$ cat src/rtl/csa_mul_pkg.sv
package csa_mul_pkg;
  typedef struct packed {
    logic carry;
    logic sum;
  } fa_res_t;

  function automatic fa_res_t fa_eval(input logic a, input logic b, input logic c);
    fa_res_t r;
    r.sum   = a ^ b ^ c;
    r.carry = (a & b) | (a & c) | (b & c);
    return r;
  endfunction
endpackage

$ cat src/rtl/csa_fa_cell.sv
module csa_fa_cell
  import csa_mul_pkg::*;
(
  input  logic a_i,
  input  logic b_i,
  input  logic c_i,
  output logic s_o,
  output logic co_o
);
  fa_res_t res;
  always_comb res = fa_eval(a_i, b_i, c_i);
  assign s_o  = res.sum;
  assign co_o = res.carry;
endmodule

$ cat src/rtl/csa_pp_row.sv
module csa_pp_row #(
  parameter int unsigned N = 4
) (
  input  logic [N-1:0] m_i,
  input  logic         q_bit_i,
  output logic [N-1:0] pp_o
);
  assign pp_o = m_i & {N{q_bit_i}};
endmodule

$ cat src/rtl/csa_add_row.sv
// One carry-save row: N independent full adders, carries go to the next row.
module csa_add_row #(
  parameter int unsigned N = 4
) (
  input  logic [N-1:0] a_i,
  input  logic [N-1:0] b_i,
  input  logic [N-1:0] c_i,
  output logic [N-1:0] s_o,
  output logic [N-1:0] c_o
);
  localparam int unsigned W = N + 2;

  for (genvar i = 0; i < N; i++) begin : g_cell
    csa_fa_cell u_fa (
      .a_i (a_i[i]),
      .b_i (b_i[i]),
      .c_i (c_i[i]),
      .s_o (s_o[i]),
      .co_o(c_o[i])
    );
  end

  always_comb begin
    assert_row_conserve_R4: assert (W'(s_o) + (W'(c_o) << 1) == W'(a_i) + W'(b_i) + W'(c_i))
      else $error("R4 carry-save row lost value");
  end
endmodule

$ cat src/rtl/csa_ripple_row.sv
module csa_ripple_row #(
  parameter int unsigned N = 4
) (
  input  logic [N-1:0] a_i,
  input  logic [N-1:0] b_i,
  output logic [N-1:0] s_o,
  output logic         co_o
);
  logic [N:0] cy;
  assign cy[0] = 1'b0;

  for (genvar i = 0; i < N; i++) begin : g_bit
    csa_fa_cell u_fa (
      .a_i (a_i[i]),
      .b_i (b_i[i]),
      .c_i (cy[i]),
      .s_o (s_o[i]),
      .co_o(cy[i+1])
    );
  end

  assign co_o = cy[N];
endmodule

$ cat src/rtl/csa_mul4.sv
module csa_mul4 #(
  parameter int unsigned N = 4
) (
  input  logic [N-1:0]   m_i,
  input  logic [N-1:0]   q_i,
  output logic [2*N-1:0] p_o
);
  localparam int unsigned PW = 2 * N;

  logic [N-1:0] pp    [N];
  logic [N-1:0] row_a [N];
  logic [N-1:0] row_c [N];
  logic [N-1:0] row_s [N];
  logic [N-1:0] row_co[N];
  logic [N-1:0] hi_sum;
  logic         hi_co;

  for (genvar j = 0; j < N; j++) begin : g_pp
    csa_pp_row #(.N(N)) u_pp (
      .m_i    (m_i),
      .q_bit_i(q_i[j]),
      .pp_o   (pp[j])
    );
  end

  assign p_o[0]   = pp[0][0];
  assign row_a[0] = {1'b0, pp[0][N-1:1]};
  assign row_c[0] = '0;
  assign row_s[0] = '0;
  assign row_co[0] = '0;

  // Row j sums weights j..j+N-1; carries go one weight up into row j+1.
  for (genvar j = 1; j < N; j++) begin : g_row
    if (j > 1) begin : g_link
      assign row_a[j] = {1'b0, row_s[j-1][N-1:1]};
      assign row_c[j] = row_co[j-1];
    end else begin : g_first
      assign row_a[j] = row_a[0];
      assign row_c[j] = row_c[0];
    end
    csa_add_row #(.N(N)) u_row (
      .a_i(row_a[j]),
      .b_i(pp[j]),
      .c_i(row_c[j]),
      .s_o(row_s[j]),
      .c_o(row_co[j])
    );
    assign p_o[j] = row_s[j][0];
  end

  csa_ripple_row #(.N(N)) u_cpa (
    .a_i ({1'b0, row_s[N-1][N-1:1]}),
    .b_i (row_co[N-1]),
    .s_o (hi_sum),
    .co_o(hi_co)
  );
  assign p_o[PW-1:N] = hi_sum;

  always_comb begin
    assert_final_no_carry_R6: assert (hi_co == 1'b0)
      else $error("R6 final row carried out");
    assert_product_exact_R1: assert (p_o == PW'(m_i) * PW'(q_i))
      else $error("R1 product mismatch");
    assert_low_bit_R2: assert (p_o[0] == (m_i[0] & q_i[0]))
      else $error("R2 low bit mismatch");
    assert_zero_operand_R3: assert (!((m_i == '0) || (q_i == '0)) || (p_o == '0))
      else $error("R3 zero operand gave nonzero product");
  end
endmodule

$ cat config.mk
export PLATFORM = sky130hd
export DESIGN_NAME = csa_mul4
export DESIGN_NICKNAME = d
export VERILOG_FILES = /design/src/rtl/csa_mul_pkg.sv /design/src/rtl/csa_fa_cell.sv /design/src/rtl/csa_pp_row.sv /design/src/rtl/csa_add_row.sv /design/src/rtl/csa_ripple_row.sv /design/src/rtl/csa_mul4.sv
export SDC_FILE = /design/constraint.sdc
export NUM_CORES = 1
export LEC_CHECK = 0
export BUFFER_PORTS_ARGS = -buffer_cell sky130_fd_sc_hd__buf_2
export CAP_MARGIN = 20
export CORE_AREA = 3 3 40 42
export DETAILED_ROUTE_END_ITERATION = 8
export DIE_AREA = 0 0 43 45
export SLEW_MARGIN = 10
export SYNTH_ARGS = -nofsm -noshare
export SYNTH_HDL_FRONTEND = slang
export SYNTH_SLANG_ARGS = --single-unit
$ cat constraint.sdc
create_clock -name vclk -period 3.4
set_input_delay 0.34 -clock vclk [all_inputs]
set_output_delay 0.34 -clock vclk [all_outputs]
set_load 0.03 [all_outputs]
==> results of run 1 <==
path summary, 6_finish.rpt:
check | endpoint | depth (start not counted)
worst max-delay path | p_o[6] | 10
worst min-delay path | p_o[0] | 3
per-stage QoR:
stage	hold slack, ns	std cells	cell area [µm²]	worst slack, ns
floorplan	0.897	42	382	0.159
global placement	1.09	69	450	-0.0576
detailed placement	1.09	69	450	-0.0636
CTS	1.10	69	462	0.0189
global route	1.12	69	487	0.00343
finish	1.09	69	487	0.130
per-layer routing:
layer	GRT usage (%)	wire, µm	vias to the layer above
li1	-	-	140
met1	7.84	242	135
met2	14.4	316	9
met3	0.797	56	0
met4	0	0	0
met5	0	0	-
tightest hold or removal path, cell delays in order:
cell    delay, ns
buf_2        0.11
and2_1       0.12
buf_2        0.18
final cells by class:
cell class         count  share of cell area [%]
repair buffers        19                    22.4
inverters              7                    5.40
well taps             15                    3.86
multi-input cells     28                    68.4
where the power goes:
part / switching [W] / internal [W]
clock: 0 / 0
combinational: 0.0000686 / 0.0000415
sequential: 0 / 0
synthesized netlist by cell type:
master / number
ha_1: 4
buf_4: 7
and2_1: 13
fa_1: 8
nand2_1: 3
inv_1: 7
logic make-up (layout without fill, tap and decap cells):
| kind of cell | after synthesis | after routing | synth area share, % |
|---|---|---|---|
| and+or+nand+nor | 16 | 16 | 24.3 |
| buffers and inverters | 14 | 26 | 20.7 |
| adders and majority gates | 12 | 12 | 55.1 |
repair_timing:
action	4_1_cts	5_1_grt
pin swaps	1	6
gates resized for setup	4	6
setup endpoints to repair	1	1
cell usage in the layout (no fill, tap or decap), drive strengths merged:
cell type | netlist | layout
ha | 4 | 4
fa | 8 | 8
and2 | 13 | 13
buf | 7 | 19
nand2 | 3 | 3
inv | 7 | 7
==> run metrics, run 1 <==
Yosys cell types 6; classification of the worst setup path in -> out; layout filler cell count 140; routed vias 284; worst-path cell with the longest stage delay fa_1; Synth top area share 42.0%; gr usage total 6.87%; CP startpoint q_i[0]; HPWL after detailed placement 604 µm; min cycle time layout 3.27 ns; total power 0.000110 W; Post-CTS Hold Fix Bufs 0; clock buffer count 0; routability congestion estimate from global placement 0.694; fraction of the cycle the final worst path needs 96.2%; via count of the first global-routing pass 288; setup_tns 0 ns; Top Family by Delay on Critical Path adder cells; power density over the cells 226 nW/µm²; iteration count of the initial detailed-routing pass 1; final standard cell utilization of the core 37.9%; number of flip-flops and latches 0; worst hold path startpoint m_i[0]; routed via count divided by cell count 4.12; max_slew headroom 89.8%; antenna violations before repair 0; Worst setup SP type primary input; count of boundary I/O pins 16; residual DRC count 0; Yosys warnings 0; measured slew at the worst slew-check pin 0.155 ns; multi-input logic area 333 µm²; count of mapped cells out of synthesis 42; data required time at the worst endpoint 3.06 ns; antenna cell count 0; fraction of the yosys area taken by sequential cells 0%; die extent in x 43 µm; global-route wire length before repair 1.07 mm; kind of capture point of the worst setup path primary output; slowest cell delay on critical path 0.52 ns; Post-Syn Nets 62; crit path DAT 2.93 ns; status complete, no violations; number of DRC markers in iteration 0 0; core footprint 1280 µm²; count of final setup violators 0; area of the die 1940 µm²; number of nets with antenna violations after routing 0; leakage power 0.258 nW; area growth from synthesis to final layout 27.5%; Worst Hold Class in -> out; wire length per cell after detailed routing 8.91 µm; highest ir drop seen on vdd 0.0764 mV; placement row count 13; Vert. Die Dim 45 µm; post-CTS setup repair buffer count 0; leading post-synthesis cells by cell area fa_1 42%, and2_1 21%, buf_4 14%; summed instance area of the synthesized netlist 382 µm²; average cell area after synthesis 9.09 µm²; Max Cap Violations 0; # nets final 76; unrepaired setup endpoints after global routing false; leftover overflow at the end of global routing 0; fraction of final layout cells sized beyond drive strength 1 50.0%; final max-slew violation count 0; effective utilization at floorplan 29.7%; number of hold violations in the final report 0; area taken by flip-flops and latches 0 µm²; buffering stage count on the worst path with inverters included 3; PortBufs 16; total wirelength of the detailed-routed design 615 µm; pin count of the biggest net entering global routing 5; cell taking the most area after synthesis fa_1; list of cells traversed by the critical path buf_2 > buf_4 > and2_1 > ha_2 > fa_2 > fa_1 > ha_2 > fa_2 > fa_1 > buf_6; highest clock frequency the design can meet 306 MHz; highest fanout seen on the critical path 3
Power figures use the tool's default switching activity.
==> run 2, diff against run 1 <==
--- a/config.mk
+++ b/config.mk
@@ -10,7 +10,9 @@
 export CORE_AREA = 3 3 40 42
 export DETAILED_ROUTE_END_ITERATION = 8
 export DIE_AREA = 0 0 43 45
+export SETUP_SLACK_MARGIN = 0.15
 export SLEW_MARGIN = 10
 export SYNTH_ARGS = -nofsm -noshare
 export SYNTH_HDL_FRONTEND = slang
+export SYNTH_HIERARCHICAL = 1
 export SYNTH_SLANG_ARGS = --single-unit
==> run 2 against run 1 <==
The flow now finishes with violations (negative setup slack). Die area unchanged. Sequential share of layout area unchanged. Combinational power rose to 2.7 times the previous value. First-iteration DRC count did not move. Final cell count increased by 12%. Highest routed layer unchanged. Count of clock-buffer cells in the layout is the same. Critical endpoint is now p_o[7]. Wire length is 32% higher. Sequential cell count did not move.
==> run metrics, run 2 <==
status finished with violations; violated checks negative setup slack; final worst slack -0.564 ns; GR Layer Usage met3 1.59%; iteration count of the initial detailed-routing pass 1; highest fanout seen on the critical path 3; list of most frequent post-synthesis cells 16 x and2_1, 16 x fa_1, 2 x conb_1; power density over the cells 446 nW/µm²; post-CTS setup repair buffer count 0; leading post-synthesis cells by cell area fa_1 75%, and2_1 23%, conb_1 1.8%; die extent in x 43 µm; global-route track usage on met2 20.1%; setup_tns -0.861 ns; Post-CTS Hold Fix Bufs 0; Top Usage Layer GRT met2; highest ir drop seen on vdd 0.358 mV; fraction of the cycle the final worst path needs 117%; data required time at the worst endpoint 3.06 ns; number of nets with antenna violations after routing 0; area of the die 1940 µm²; summed instance area of the synthesized netlist 428 µm²; final max-slew violation count 0; wire length per cell after detailed routing 10.6 µm; via count of the first global-routing pass 360; Vert. Die Dim 45 µm; count of mapped cells out of synthesis 34; Yosys cell types 3; highest clock frequency the design can meet 252 MHz; total wirelength of the detailed-routed design 814 µm; pin count of the biggest net entering global routing 5; met1 usage 11.2%; residual DRC count 0; gr usage total 9.76%; most frequent standard cell in the layout excluding fill and tap cells and2_1; unrepaired setup endpoints after global routing true; Yosys warnings 6; PortBufs 16; antenna violations before repair 0; min cycle time layout 3.96 ns; global-route wire length before repair 1.47 mm; Max Cap Violations 0; area taken by flip-flops and latches 0 µm²; Worst setup SP type primary input; leftover overflow at the end of global routing 0; effective utilization at floorplan 33.3%; final instance count without filler cells 77; number of hold violations in the final report 0; cell taking the most area after synthesis fa_1; cell count after placement 77; crit path DAT 3.62 ns; Synth top area share 74.9%; area growth from synthesis to final layout 53.8%; routed via count divided by cell count 4.25; leading cell types in the layout, fill and taps excluded 12 x and2_1, 10 x buf_2, 9 x conb_1, 8 x fa_1, 8 x fa_2; # nets final 88; routed vias 327; Worst Hold Class in -> out; final standard cell utilization of the core 51.2%; count of boundary I/O pins 16; fraction of the yosys area taken by sequential cells 0%; total power 0.000294 W; antenna cell count 0; number of DRC markers in iteration 0 0; leakage power 0.305 nW; kind of capture point of the worst setup path primary output; classification of the worst setup path in -> out; HPWL after detailed placement 744 µm; number of flip-flops and latches 0; average cell area after synthesis 12.6 µm²; clock buffer count 0; fraction of final layout cells sized beyond drive strength 1 53.2%; routability congestion estimate from global placement 0.658; placement row count 13; core footprint 1280 µm²; count of final setup violators 2
==> run 2: cell count changes in the layout (fill, tap and decap cells not counted), moves of 3 or more <==
cell,delta
conb_1,+9
fa_1,+3
fa_2,+5
inv_1,-7
nand2_1,-3
buf_2,-5
buf_6,+5
==> run 2: cells by family (layout without fill, tap and decap cells) <==
kind of cell	after synthesis	count (layout)	share of synthesized area [%]
other	2	9	1.76
buffers and inverters	0	21	0
AND/OR/NAND/NOR	16	16	23.4
adder cells (fa/ha/maj)	16	16	74.9
==> run 2: power breakdown <==
part | switching, W | leakage, nW | internal, W
registers | 0 | 0 | 0
logic | 0.000168 | 0.305 | 0.000126
clock network | 0 | 0 | 0
total | 0.000168 | 0.305 | 0.000126
==> run 2: final timing paths <==
check   start     end  cells past startpoint
max    q_i[0]  p_o[7]                     10
min    m_i[0]  p_o[0]                      4
==> run 2: metal layers <==
layer,wire length (µm),share of wire [%]
met3,66,8.1
met1,260,32
met5,0,0
met4,0,0
met2,486,60
==> run 2: what timing repair did <==
item | CTS | global route
endpoints found under the setup margin | 3 | 3
pin swaps | 4 | 6
resized for setup | 10 | 3
==> run 2: critical path, cell delays in order <==
cell and delay (ns):
buf_2 0.12, and2_4 0.14, fa_2 0.54, fa_2 0.45, fa_2 0.40, fa_2 0.36
fa_2 0.34, fa_2 0.35, fa_2 0.42, buf_6 0.15
==> run 2: final cells by class <==
class                           count  area [µm²]
Fill cell                         138         627
Multi-Input combinational cell     41         484
Timing Repair Buffer               21         155
Tap cell                           15        18.8
==> run 2: per-stage QoR <==
stage	hold WS, ns	cell area [µm²]	worst slack, ns
2_1_floorplan	0.897	477	-0.460
3_3_place_gp	1.16	613	-0.694
3_5_place_dp	1.17	613	-0.730
4_1_cts	1.17	647	-0.674
5_1_grt	1.21	658	-0.628
6_report	1.16	658	-0.564
==> run 3, diff against run 2 <==
==> constraint.sdc (replaced) <==
create_clock -name vclk -period 3.4
set_input_delay 0.51 -clock vclk [all_inputs]
set_output_delay 0.51 -clock vclk [all_outputs]
set_load 0.03 [all_outputs]
==> run 3 against run 2 <==
Count of clock-buffer cells in the layout is the same. The flow still finishes with violations (negative setup slack). Critical endpoint unchanged. Final cell count grew 1.3%. Combinational power grew 5%. Wire length shrank 6.0%. Non-clock buffer count grew 1. Via count shrank 1.2%. Design area grew 1.3%.
==> run metrics, run 3 (same netlist as run 2, synthesis figures left out) <==
status finished with violations; violated checks negative setup slack; routed vias 323; total power 0.000308 W; fraction of final layout cells sized beyond drive strength 1 52.4%; leading cell types in the layout, fill and taps excluded 13 x and2_1, 10 x buf_2, 9 x conb_1, 8 x fa_1, 8 x fa_2; gr usage total 8.64%; # nets final 89; total wirelength of the detailed-routed design 765 µm; final standard cell utilization of the core 51.9%; crit path DAT 3.81 ns; number of nets with antenna violations after routing 0; highest ir drop seen on vdd 0.375 mV; fraction of the cycle the final worst path needs 127%; final worst slack -0.920 ns; placement row count 13; Worst Hold Class in -> out; antenna violations before repair 0; residual DRC count 0; worst hold stages 4; unrepaired setup endpoints after global routing true; number of hold violations in the final report 0; layout filler cell count 125; min cycle time layout 4.32 ns; Max Cap Violations 0; core footprint 1280 µm²; PortBufs 16; top metal layer carrying routed signals met3; area taken by flip-flops and latches 0 µm²; setup_tns -1.84 ns; count of boundary I/O pins 16; count of final setup violators 3; hold worst-path end p_o[0]; kind of capture point of the worst setup path primary output; power density over the cells 462 nW/µm²; leakage power 0.310 nW; highest clock frequency the design can meet 231 MHz; Worst setup SP type primary input; die extent in x 43 µm; worst hold path startpoint q_i[0]; routability congestion estimate from global placement 0.633; wire length per cell after detailed routing 9.81 µm; classification of the worst setup path in -> out; Hold Worst Slack 1.51 ns; clock buffer count 0; Vert. Die Dim 45 µm; most frequent standard cell in the layout excluding fill and tap cells and2_1; iteration count of the initial detailed-routing pass 1; number of DRC markers in iteration 0 0; pin count of the biggest net entering global routing 5; HPWL after detailed placement 723 µm; global-route wire length before repair 1.31 mm; total length of routed met2 wires 467 µm; effective utilization at floorplan 33.3%; number of flip-flops and latches 0; antenna cell count 0; length of routed wiring on met1 244 µm; data required time at the worst endpoint 2.89 ns; Post-CTS Hold Fix Bufs 0; area of the die 1940 µm²; leftover overflow at the end of global routing 0; highest fanout seen on the critical path 3; via count of the first global-routing pass 352; routed via count divided by cell count 4.14; wire length on met3 54 µm; area growth from synthesis to final layout 55.8%; final max-slew violation count 0
## run 3: routing by layer
layer | vias up | global-route usage, %
met5 | - | 0
met4 | 0 | 0
met3 | 0 | 0
met2 | 11 | 18.9
met1 | 163 | 9.90
li1 | 149 | -
## run 3: how the worst max path moves through the flow
stage | startpoint | to | slack, ns | depth (start not counted)
floorplan | m_i[2] | p_o[7] | -0.80 | 8
global placement | m_i[3] | p_o[7] | -1.03 | 10
detailed placement | m_i[3] | p_o[7] | -1.08 | 10
CTS | m_i[3] | p_o[7] | -0.94 | 10
global route | m_i[3] | p_o[7] | -1.01 | 10
finish | m_i[3] | p_o[7] | -0.92 | 10
## run 3: report_power, final
group,total [W],switching [W],internal [W]
Sequential,0,0,0
Combinational,0.000308,0.000170,0.000138
Clock,0,0,0
## run 3: layout make-up
cell class	count	area, µm²	share of cell area (%)
multi-input cells	41	482	72.2
repair buffers	22	166	25.0
well taps	15	18.8	2.81
## run 3: stage by stage
stage,cell area [µm²],instances,setup WS [ns]
final,667,78,-0.920
after global routing,667,78,-1.01
after CTS,656,77,-0.941
after detailed placement,613,77,-1.08
after global placement,613,77,-1.03
after floorplan,477,41,-0.800
## run 3: timing repair
action | in CTS | in global routing
gates resized for setup | 13 | 1
setup buffers | 0 | 1
gates cloned | 0 | 0
setup endpoints to repair | 4 | 4
pin swaps | 4 | 0
## run 3: critical path, cell delays in order
cell and delay [ns]:
buf_8 0.10, and2_4 0.14, fa_1 0.45, fa_1 0.52, fa_1 0.44, fa_2 0.35
fa_2 0.35, fa_2 0.37, fa_2 0.43, buf_6 0.15
